===== src/rtl/sgf_pkg.sv =====
package sgf_pkg;

  // Contents of the two filter registers.
  typedef struct packed {
    logic early;  // level captured at the last tick
    logic held;   // filtered output level
  } sgf_stage_t;

  // Counter width for a period of n cycles (at least one bit).
  function automatic int unsigned sgf_cnt_width(input int unsigned n);
    return (n > 1) ? $clog2(n) : 1;
  endfunction

endpackage


===== src/rtl/sgf_rst_sync.sv =====
module sgf_rst_sync #(
  parameter int unsigned STAGES = 2
) (
  input  logic clk,
  input  logic rst_n,
  output logic rst_sync_n
);

  logic [STAGES-1:0] chain_q;
  logic [STAGES-1:0] chain_d;

  always_comb begin
    chain_d    = {chain_q[STAGES-2:0], 1'b1};
    rst_sync_n = chain_q[STAGES-1];
  end

  always_ff @(posedge clk or negedge rst_n) begin
    if (!rst_n) chain_q <= '0;
    else        chain_q <= chain_d;
  end

  // the internal reset releases only after the outer reset has been high for a clock.
  p_release_after_outer_r1: assert property (@(posedge clk)
    $rose(rst_sync_n) |-> $past(rst_n));

endmodule


===== src/rtl/sgf_tick_gen.sv =====
module sgf_tick_gen
  import sgf_pkg::*;
#(
  parameter int unsigned TICK_CYCLES = 75000
) (
  input  logic clk,
  input  logic rst_n,
  output logic tick
);

  localparam int unsigned CNT_W = sgf_cnt_width(TICK_CYCLES);
  localparam logic [CNT_W-1:0] LAST = CNT_W'(TICK_CYCLES - 1);

  logic [CNT_W-1:0] cnt_q;
  logic [CNT_W-1:0] cnt_d;

  always_comb begin
    tick  = (cnt_q == LAST);
    cnt_d = tick ? '0 : cnt_q + 1'b1;
  end

  always_ff @(posedge clk or negedge rst_n) begin
    if (!rst_n) cnt_q <= '0;
    else        cnt_q <= cnt_d;
  end

  // the counter never leaves its range.
  p_cnt_range_r2: assert property (@(posedge clk) disable iff (!rst_n)
    cnt_q <= LAST);

  // the tick lasts a single cycle.
  p_tick_single_r2: assert property (@(posedge clk) disable iff (!rst_n)
    tick |=> !tick);

  // each tick restarts the period.
  p_tick_restart_r2: assert property (@(posedge clk) disable iff (!rst_n)
    tick |=> (cnt_q == '0));

endmodule


===== src/rtl/sgf_in_sync.sv =====
module sgf_in_sync #(
  parameter int unsigned STAGES = 2
) (
  input  logic clk,
  input  logic rst_n,
  input  logic din,
  output logic dout
);

  logic [STAGES-1:0] ff_q;
  logic [STAGES-1:0] ff_d;

  always_comb begin
    ff_d[0] = din;
  end

  for (genvar g = 1; g < STAGES; g++) begin : g_shift
    always_comb ff_d[g] = ff_q[g-1];
  end

  always_ff @(posedge clk or negedge rst_n) begin
    if (!rst_n) ff_q <= '0;
    else        ff_q <= ff_d;
  end

  assign dout = ff_q[STAGES-1];

  // the output follows the last flop's input from one cycle before.
  p_chain_step_r3: assert property (@(posedge clk) disable iff (!rst_n)
    ##1 (dout == $past(ff_d[STAGES-1])));

endmodule


===== src/rtl/sgf_and_stages.sv =====
module sgf_and_stages
  import sgf_pkg::*;
(
  input  logic clk,
  input  logic rst_n,
  input  logic tick,
  input  logic live,
  output logic filt
);

  sgf_stage_t st_q;
  sgf_stage_t st_d;

  always_comb begin
    st_d.early = live;
    st_d.held  = live & st_q.early;
  end

  always_ff @(posedge clk or negedge rst_n) begin
    if (!rst_n)    st_q <= '0;
    else if (tick) st_q <= st_d;
  end

  assign filt = st_q.held;

  // both stages hold their values between ticks.
  p_hold_between_r4: assert property (@(posedge clk) disable iff (!rst_n)
    !tick |=> $stable(st_q));

  // the early stage takes the live level at a tick.
  p_early_loads_r5: assert property (@(posedge clk) disable iff (!rst_n)
    tick |=> (st_q.early == $past(live)));

  // the output loads the live level gated by the early stage.
  p_out_gated_r6: assert property (@(posedge clk) disable iff (!rst_n)
    tick |=> (filt == ($past(live) && $past(st_q.early))));

  // a rise of the output needs a high early stage before the tick.
  p_rise_needs_early_r8: assert property (@(posedge clk) disable iff (!rst_n)
    $rose(filt) |-> ($past(st_q.early) && $past(tick)));

endmodule


===== src/rtl/sw_gate_filter.sv =====
module sw_gate_filter #(
  parameter int unsigned TICK_CYCLES = 75000,
  parameter int unsigned SYNC_STAGES = 2,
  parameter int unsigned RST_STAGES  = 2
) (
  input  logic clk,
  input  logic rst_n,
  input  logic sw_raw,
  output logic sw_filt
);

  logic rst_int_n;
  logic tick;
  logic sw_live;

  sgf_rst_sync #(.STAGES(RST_STAGES)) u_rst (
    .clk        (clk),
    .rst_n      (rst_n),
    .rst_sync_n (rst_int_n)
  );

  sgf_tick_gen #(.TICK_CYCLES(TICK_CYCLES)) u_tick (
    .clk   (clk),
    .rst_n (rst_int_n),
    .tick  (tick)
  );

  sgf_in_sync #(.STAGES(SYNC_STAGES)) u_sync (
    .clk   (clk),
    .rst_n (rst_int_n),
    .din   (sw_raw),
    .dout  (sw_live)
  );

  sgf_and_stages u_stages (
    .clk   (clk),
    .rst_n (rst_int_n),
    .tick  (tick),
    .live  (sw_live),
    .filt  (sw_filt)
  );

  // the output is low while the outer reset is held.
  p_low_in_reset_r1: assert property (@(posedge clk)
    !rst_n |-> !sw_filt);

endmodule


===== config.mk =====
export PLATFORM = sky130hd
export DESIGN_NAME = sw_gate_filter
export DESIGN_NICKNAME = d
export VERILOG_FILES = /design/src/rtl/sgf_pkg.sv /design/src/rtl/sgf_rst_sync.sv /design/src/rtl/sgf_tick_gen.sv /design/src/rtl/sgf_in_sync.sv /design/src/rtl/sgf_and_stages.sv /design/src/rtl/sw_gate_filter.sv
export SDC_FILE = /design/constraint.sdc
export NUM_CORES = 1
export LEC_CHECK = 0
export CAP_MARGIN = 20
export CORE_MARGIN = 2
export CORE_UTILIZATION = 57
export CTS_BUF_LIST = sky130_fd_sc_hd__clkbuf_16
export DETAILED_ROUTE_END_ITERATION = 12
export PLACE_DENSITY = 0.75
export SETUP_SLACK_MARGIN = 0.5
export SYNTH_ARGS = -nofsm -noshare
export SYNTH_HDL_FRONTEND = slang
export SYNTH_HIERARCHICAL = 1
export SYNTH_SLANG_ARGS = --single-unit

===== constraint.sdc =====
create_clock -name clk -period 0.98 [get_ports clk]
set_input_delay 0.196 -clock clk [delete_from_list [all_inputs] [get_ports clk]]
set_output_delay 0.196 -clock clk [all_outputs]
set_load 0.02 [all_outputs]

## Word level (Yosys, flattened, before mapping)

Cells that the tools add are included.
W data, S select, Z words.

| word-level totals | value |
|---|---|
| register bits | 23 |
| bits of input ports | 3 |
| output and inout port bits | 1 |
| word-level logic and storage cells | 9 |

| operators by class | value |
|---|---|
| add/sub/neg operators | 1 |
| equal/unequal tests | 1 |
| mux-type cells | 1 |
| bitwise logic cells | 1 |

Operators by type and width:

| operator | count |
|---|---|
| $add A17 B1 Y17 const B | 1 |
| $eq A17 B17 Y1 const B | 1 |
| $mux W17 | 1 |
| $and A1 B1 Y1 | 1 |

## Logic depth before layout (Yosys ltp)

| depth | value |
|---|---|
| depth after elaboration | 2 |
| mapped depth | 7 |
| depth with buffers taken out | 6 |

## By module

Netlist, hierarchy kept.

By module, submodules not included:

| module | times used | cells each | area each (µm²) | sequential area each (µm²) |
|---|---|---|---|---|
| sgf_tick_gen | 1 | 83 | 863.3 | 425.4 |
| sgf_and_stages | 1 | 6 | 78.8 | 50.0 |
| sgf_rst_sync | 1 | 3 | 53.8 | 50.0 |
| sgf_in_sync | 1 | 2 | 50.0 | 50.0 |

## Least setup slack after synthesis

No wires, ideal clock.

| timing path | value |
|---|---|
| path kind | reg2reg |
| start point | register u_tick.cnt_q[0] |
| end point | register u_stages/st_q[1] in the netlist's numbering |
| arrival | 1.578 ns |
| required time | 0.855 ns |
| slack | -0.723 ns |
| stages on the path, launching flop included | 7 |
| path buffers | 1 |
| cell sequence | dfrtp_1 ha_1 nand2_1 or2_4 nor4_4 buf_6 mux2_4 |

| on the way | value |
|---|---|
| word-level cells in the longest chain between the ends | 1 |

Ends and longest elaborated chain:

| item | line | text |
|---|---|---|
| start: declaration | sgf_tick_gen.sv:14 | `logic [CNT_W-1:0] cnt_q;` |
| start signal: assignment | sgf_tick_gen.sv:24 | `else cnt_q <= cnt_d;` |
| $eq A17 B17 Y1 | sgf_tick_gen.sv:18 | `tick = (cnt_q == LAST);` |
| net tick | sw_gate_filter.sv:13 | `logic tick;` |
| end signal: assignment | sgf_and_stages.sv:21 | `else if (tick) st_q <= st_d;` |
| end: declaration | sgf_and_stages.sv:11 | `sgf_stage_t st_q;` |

The timed path passes the listed nets, and every way through them passes these cells.
A chain may end at the register's enable or synchronous reset.

## Final worst setup path

| timing path | value |
|---|---|
| start point | register u_tick.cnt_q[1] |
| end point | register u_tick.cnt_q[5] |

| on the way | value |
|---|---|
| word-level cells in the longest chain between the ends | 2 |
| elaborated cells between the ends (all ways) | 3 |
| those cells by class | add/sub (1); eq/ne (1); mux (1) |

Ends and longest elaborated chain:

| item | line | text |
|---|---|---|
| $eq A17 B17 Y1 | sgf_tick_gen.sv:18 |  |
| net tick | sw_gate_filter.sv:13 |  |
| $mux W17 | sgf_tick_gen.sv:19 | `cnt_d = tick ? '0 : cnt_q + 1'b1;` |
| net u_tick.cnt_d[5] | sgf_tick_gen.sv:15 | `logic [CNT_W-1:0] cnt_d;` |

The timed path passes the listed nets, and every way through them passes these cells.

==> flow_summary.yaml <==
placement:
  dpl.hpwl_mm: 1.47
  place_congestion: 0.818
  dp.cells: 143
  port_buffers: 3
  placed_area_um2: 1280
global_routing:
  grt_pass1_wl_mm: 3.80
  grt_max_degree: 22
  overflow: 0
  antenna_found_initial: 0
  grt_use_total: 0.255
  grt_pass1_vias: 828
timing:
  max_clock_freq_mhz: 622
  setup_violations: 20
  skew_ns: 0.00208
  slew_viol_final: 0
  fin_ws_ns: -0.627
  period_needed_ns: 1.61
  period_share: 1.64
  hold_viol_final: 0
  rsz0062_at_grt: "true"
  finalSetupTns_ns: -10.26
layout:
  stdcell_area_um2: 1550
  fill_cells: 69
  multi_input_area_um2: 508
  mostFrequentLayoutCells: "buf_4 (25), dfrtp_1 (20), xor2_1 (9)"
  syn2layout_area_growth_pct: 48.3
  layout_commonest_cell: "buf_4"
  drive_gt1_frac: 0.451
  register_area_um2: 582
  num_antenna_cells: 0
  nets: 138
  fin_util: 0.899
  finalNonFillerCells: 158
clocking:
  cts_sinks: 23
  clkLatencyLatePin_ns: 0.25
  cts_tree: "done"
  numCtsBuffers: 3
  cts_hold_repair.buffers: 0
  clock_tree.root_cell: "clkbuf_16"
  clockBufferDepth: 2
  cts_htree_levels: 1
  cts.clk_slew.worst_paths_ns: 0.06
drt:
  dr.first_iter.drc_count: 41
  vias: 866
  wire_per_inst_um: 17.9
  viasPerCell: 5.48
  drt_wl_total_mm: 2.83
  drtPass1Iterations: 4
  drcViolationCount: 0
  ant_nets: 0
status:
  violations: "setup timing"
  status: "finished, violations left"
setup_path:
  cp.required_ns: 1.11
  regToRegSetupSlack_ns: -0.63
  timing.rr.end: "u_tick/cnt_q[5]"
  crit_slowest_cell: "dfrtp_1"
  crit_chain: "ha_4 > nand2_2 > or2_4 > nor4_4 > buf_6 > buf_12 > nor2_1"
  arrival_ns: 1.74
  endpoint_kind: "flip-flop"
  cpPeakStageDelay_ns: 0.39
  worst_r2r_path_depth: 7
  criticalPathCategory: "reg -> reg"
  r2r-start: "u_tick/cnt_q[1]"
  start_kind: "flip-flop"
  path_max_fanout: 8
yosys:
  synth_nets: 98
  ys_ff_latch: 23
  synth_cell_types: 27
  synth_area_um2: 1050
  syn_area_per_cell_um2: 11.1
  postSynthCellCount: 94
  ys_seq_area_frac: 0.550
  yosysWarnings: 6
min_path:
  worst_hold_path_type: "in -> async"
floorplanning:
  start_util: 0.606
  io_pins: 4
  rows: 15
  die_w_um: 46.8
  core_um2: 1730
  die_area_um2: 2190
  die_h_um: 46.8
power_and_ir_drop:
  ir_worst_vdd_mv: 1.12
  p_leak_nw: 0.727
  p_per_area_nw_per_um2: 1200
job:
  max-cap-violations: 0
==> synth_stat cells <==
cell type,n,area [µm²]
nand3_1,6,30.0
conb_1,1,3.75
nor3_1,1,5.00
nor2_2,2,12.5
buf_4,1,7.51
nor4_4,1,21.3
nor4b_1,1,8.76
mux2_4,1,15.0
xor2_1,9,78.8
or3_4,1,11.3
nand3_2,1,10.0
or2_2,2,12.5
nand4_2,1,12.5
nor4_1,2,12.5
buf_6,1,11.3
nand4_1,4,25.0
or2_4,1,8.76
ha_1,1,12.5
nor2b_1,2,12.5
nor2_1,14,52.6
inv_1,3,11.3
nand2_1,6,22.5
o21ai_0,1,5.00
xnor2_1,6,52.6
and4_1,1,8.76
nand2b_1,1,6.26
dfrtp_1,23,576
==> where the power goes <==
group          total (W)  leakage, nW  internal (W)  switching, W
logic          0.0000401        0.387     0.0000198     0.0000204
registers       0.000966        0.298      0.000960    0.00000692
clock network   0.000860       0.0423      0.000544      0.000316
==> worst max path at each step <==
| stage | start | to | slack [ns] | cells after the start |
|---|---|---|---|---|
| floorplan | u_tick/cnt_q[8] | u_stages/st_q[1] | -0.66 | 5 |
| global placement | u_tick/cnt_q[8] | u_stages/filt | -0.55 | 6 |
| detailed placement | u_tick/cnt_q[8] | u_stages/filt | -0.63 | 6 |
| CTS | u_tick/cnt_q[1] | u_stages/filt | -0.60 | 7 |
| global route | u_tick/cnt_q[0] | u_tick/cnt_q[5] | -0.69 | 7 |
| finish | u_tick/cnt_q[1] | u_tick/cnt_q[5] | -0.63 | 7 |
==> flip-flops by register name, indices dropped and copies added (netlist names) <==
signal / flops
u_sync/ff_q: 2
u_tick/cnt_q: 17
u_stages/st_q: 1
u_stages/filt: 1
u_rst/chain_q: 2
==> through the flow <==
step | hold slack [ns] | setup WS [ns] | total power [W]
after CTS | 0.107 | -0.599 | 0.00184
after global placement | 0.227 | -0.549 | 0.00100
after global routing | 0.127 | -0.694 | 0.00191
final | 0.117 | -0.627 | 0.00187
after detailed placement | 0.231 | -0.626 | 0.00101
after floorplan | -0.0996 | -0.662 | 0.000990
==> layout make-up <==
type / instances / share of cell area
tap: 25 / 0.0202
timing repair buffer: 37 / 0.219
clock inverter: 1 / 0.00242
clock buffer: 3 / 0.0484
sequential: 23 / 0.375
inverter: 3 / 0.00726
multi-input combinational: 66 / 0.327
==> cell families after synthesis <==
kind of cell / count (synthesis) / synth area share
AOI/OAI and AO/OA: 1 / 0.00478
muxes: 1 / 0.0143
adders and majority gates: 1 / 0.0120
xor gates and xnor gates: 15 / 0.126
other: 1 / 0.00359
DFF: 23 / 0.550
buffers and inverters: 5 / 0.0287
and+or+nand+nor: 47 / 0.261
==> routing by layer <==
metal  GRT usage  wire length (µm)  up-vias
met5           0                 0        -
met4       0.100                69        0
met3      0.0346               122       10
met2       0.438              1400       28
met1       0.324              1250      435
li1            -                 -      393
==> repair_timing <==
item                       4_1_cts  5_1_grt
buffers inserted                 2        9
resized for setup                9       15
hold endpoints to repair         0        0
pin swaps                        4        7
cloned                           0        0
setup endpoints to repair       41       43
==> worst max-delay path: cells and delay by family, from the launching register on <==
| kind | cells | cell delay (ns) |
|---|---|---|
| simple gates | 4 | 0.62 |
| fa+ha+maj | 1 | 0.17 |
| flops | 1 | 0.39 |
| buf+inv | 2 | 0.29 |
Note: power is estimated with default switching activity, not from simulation.
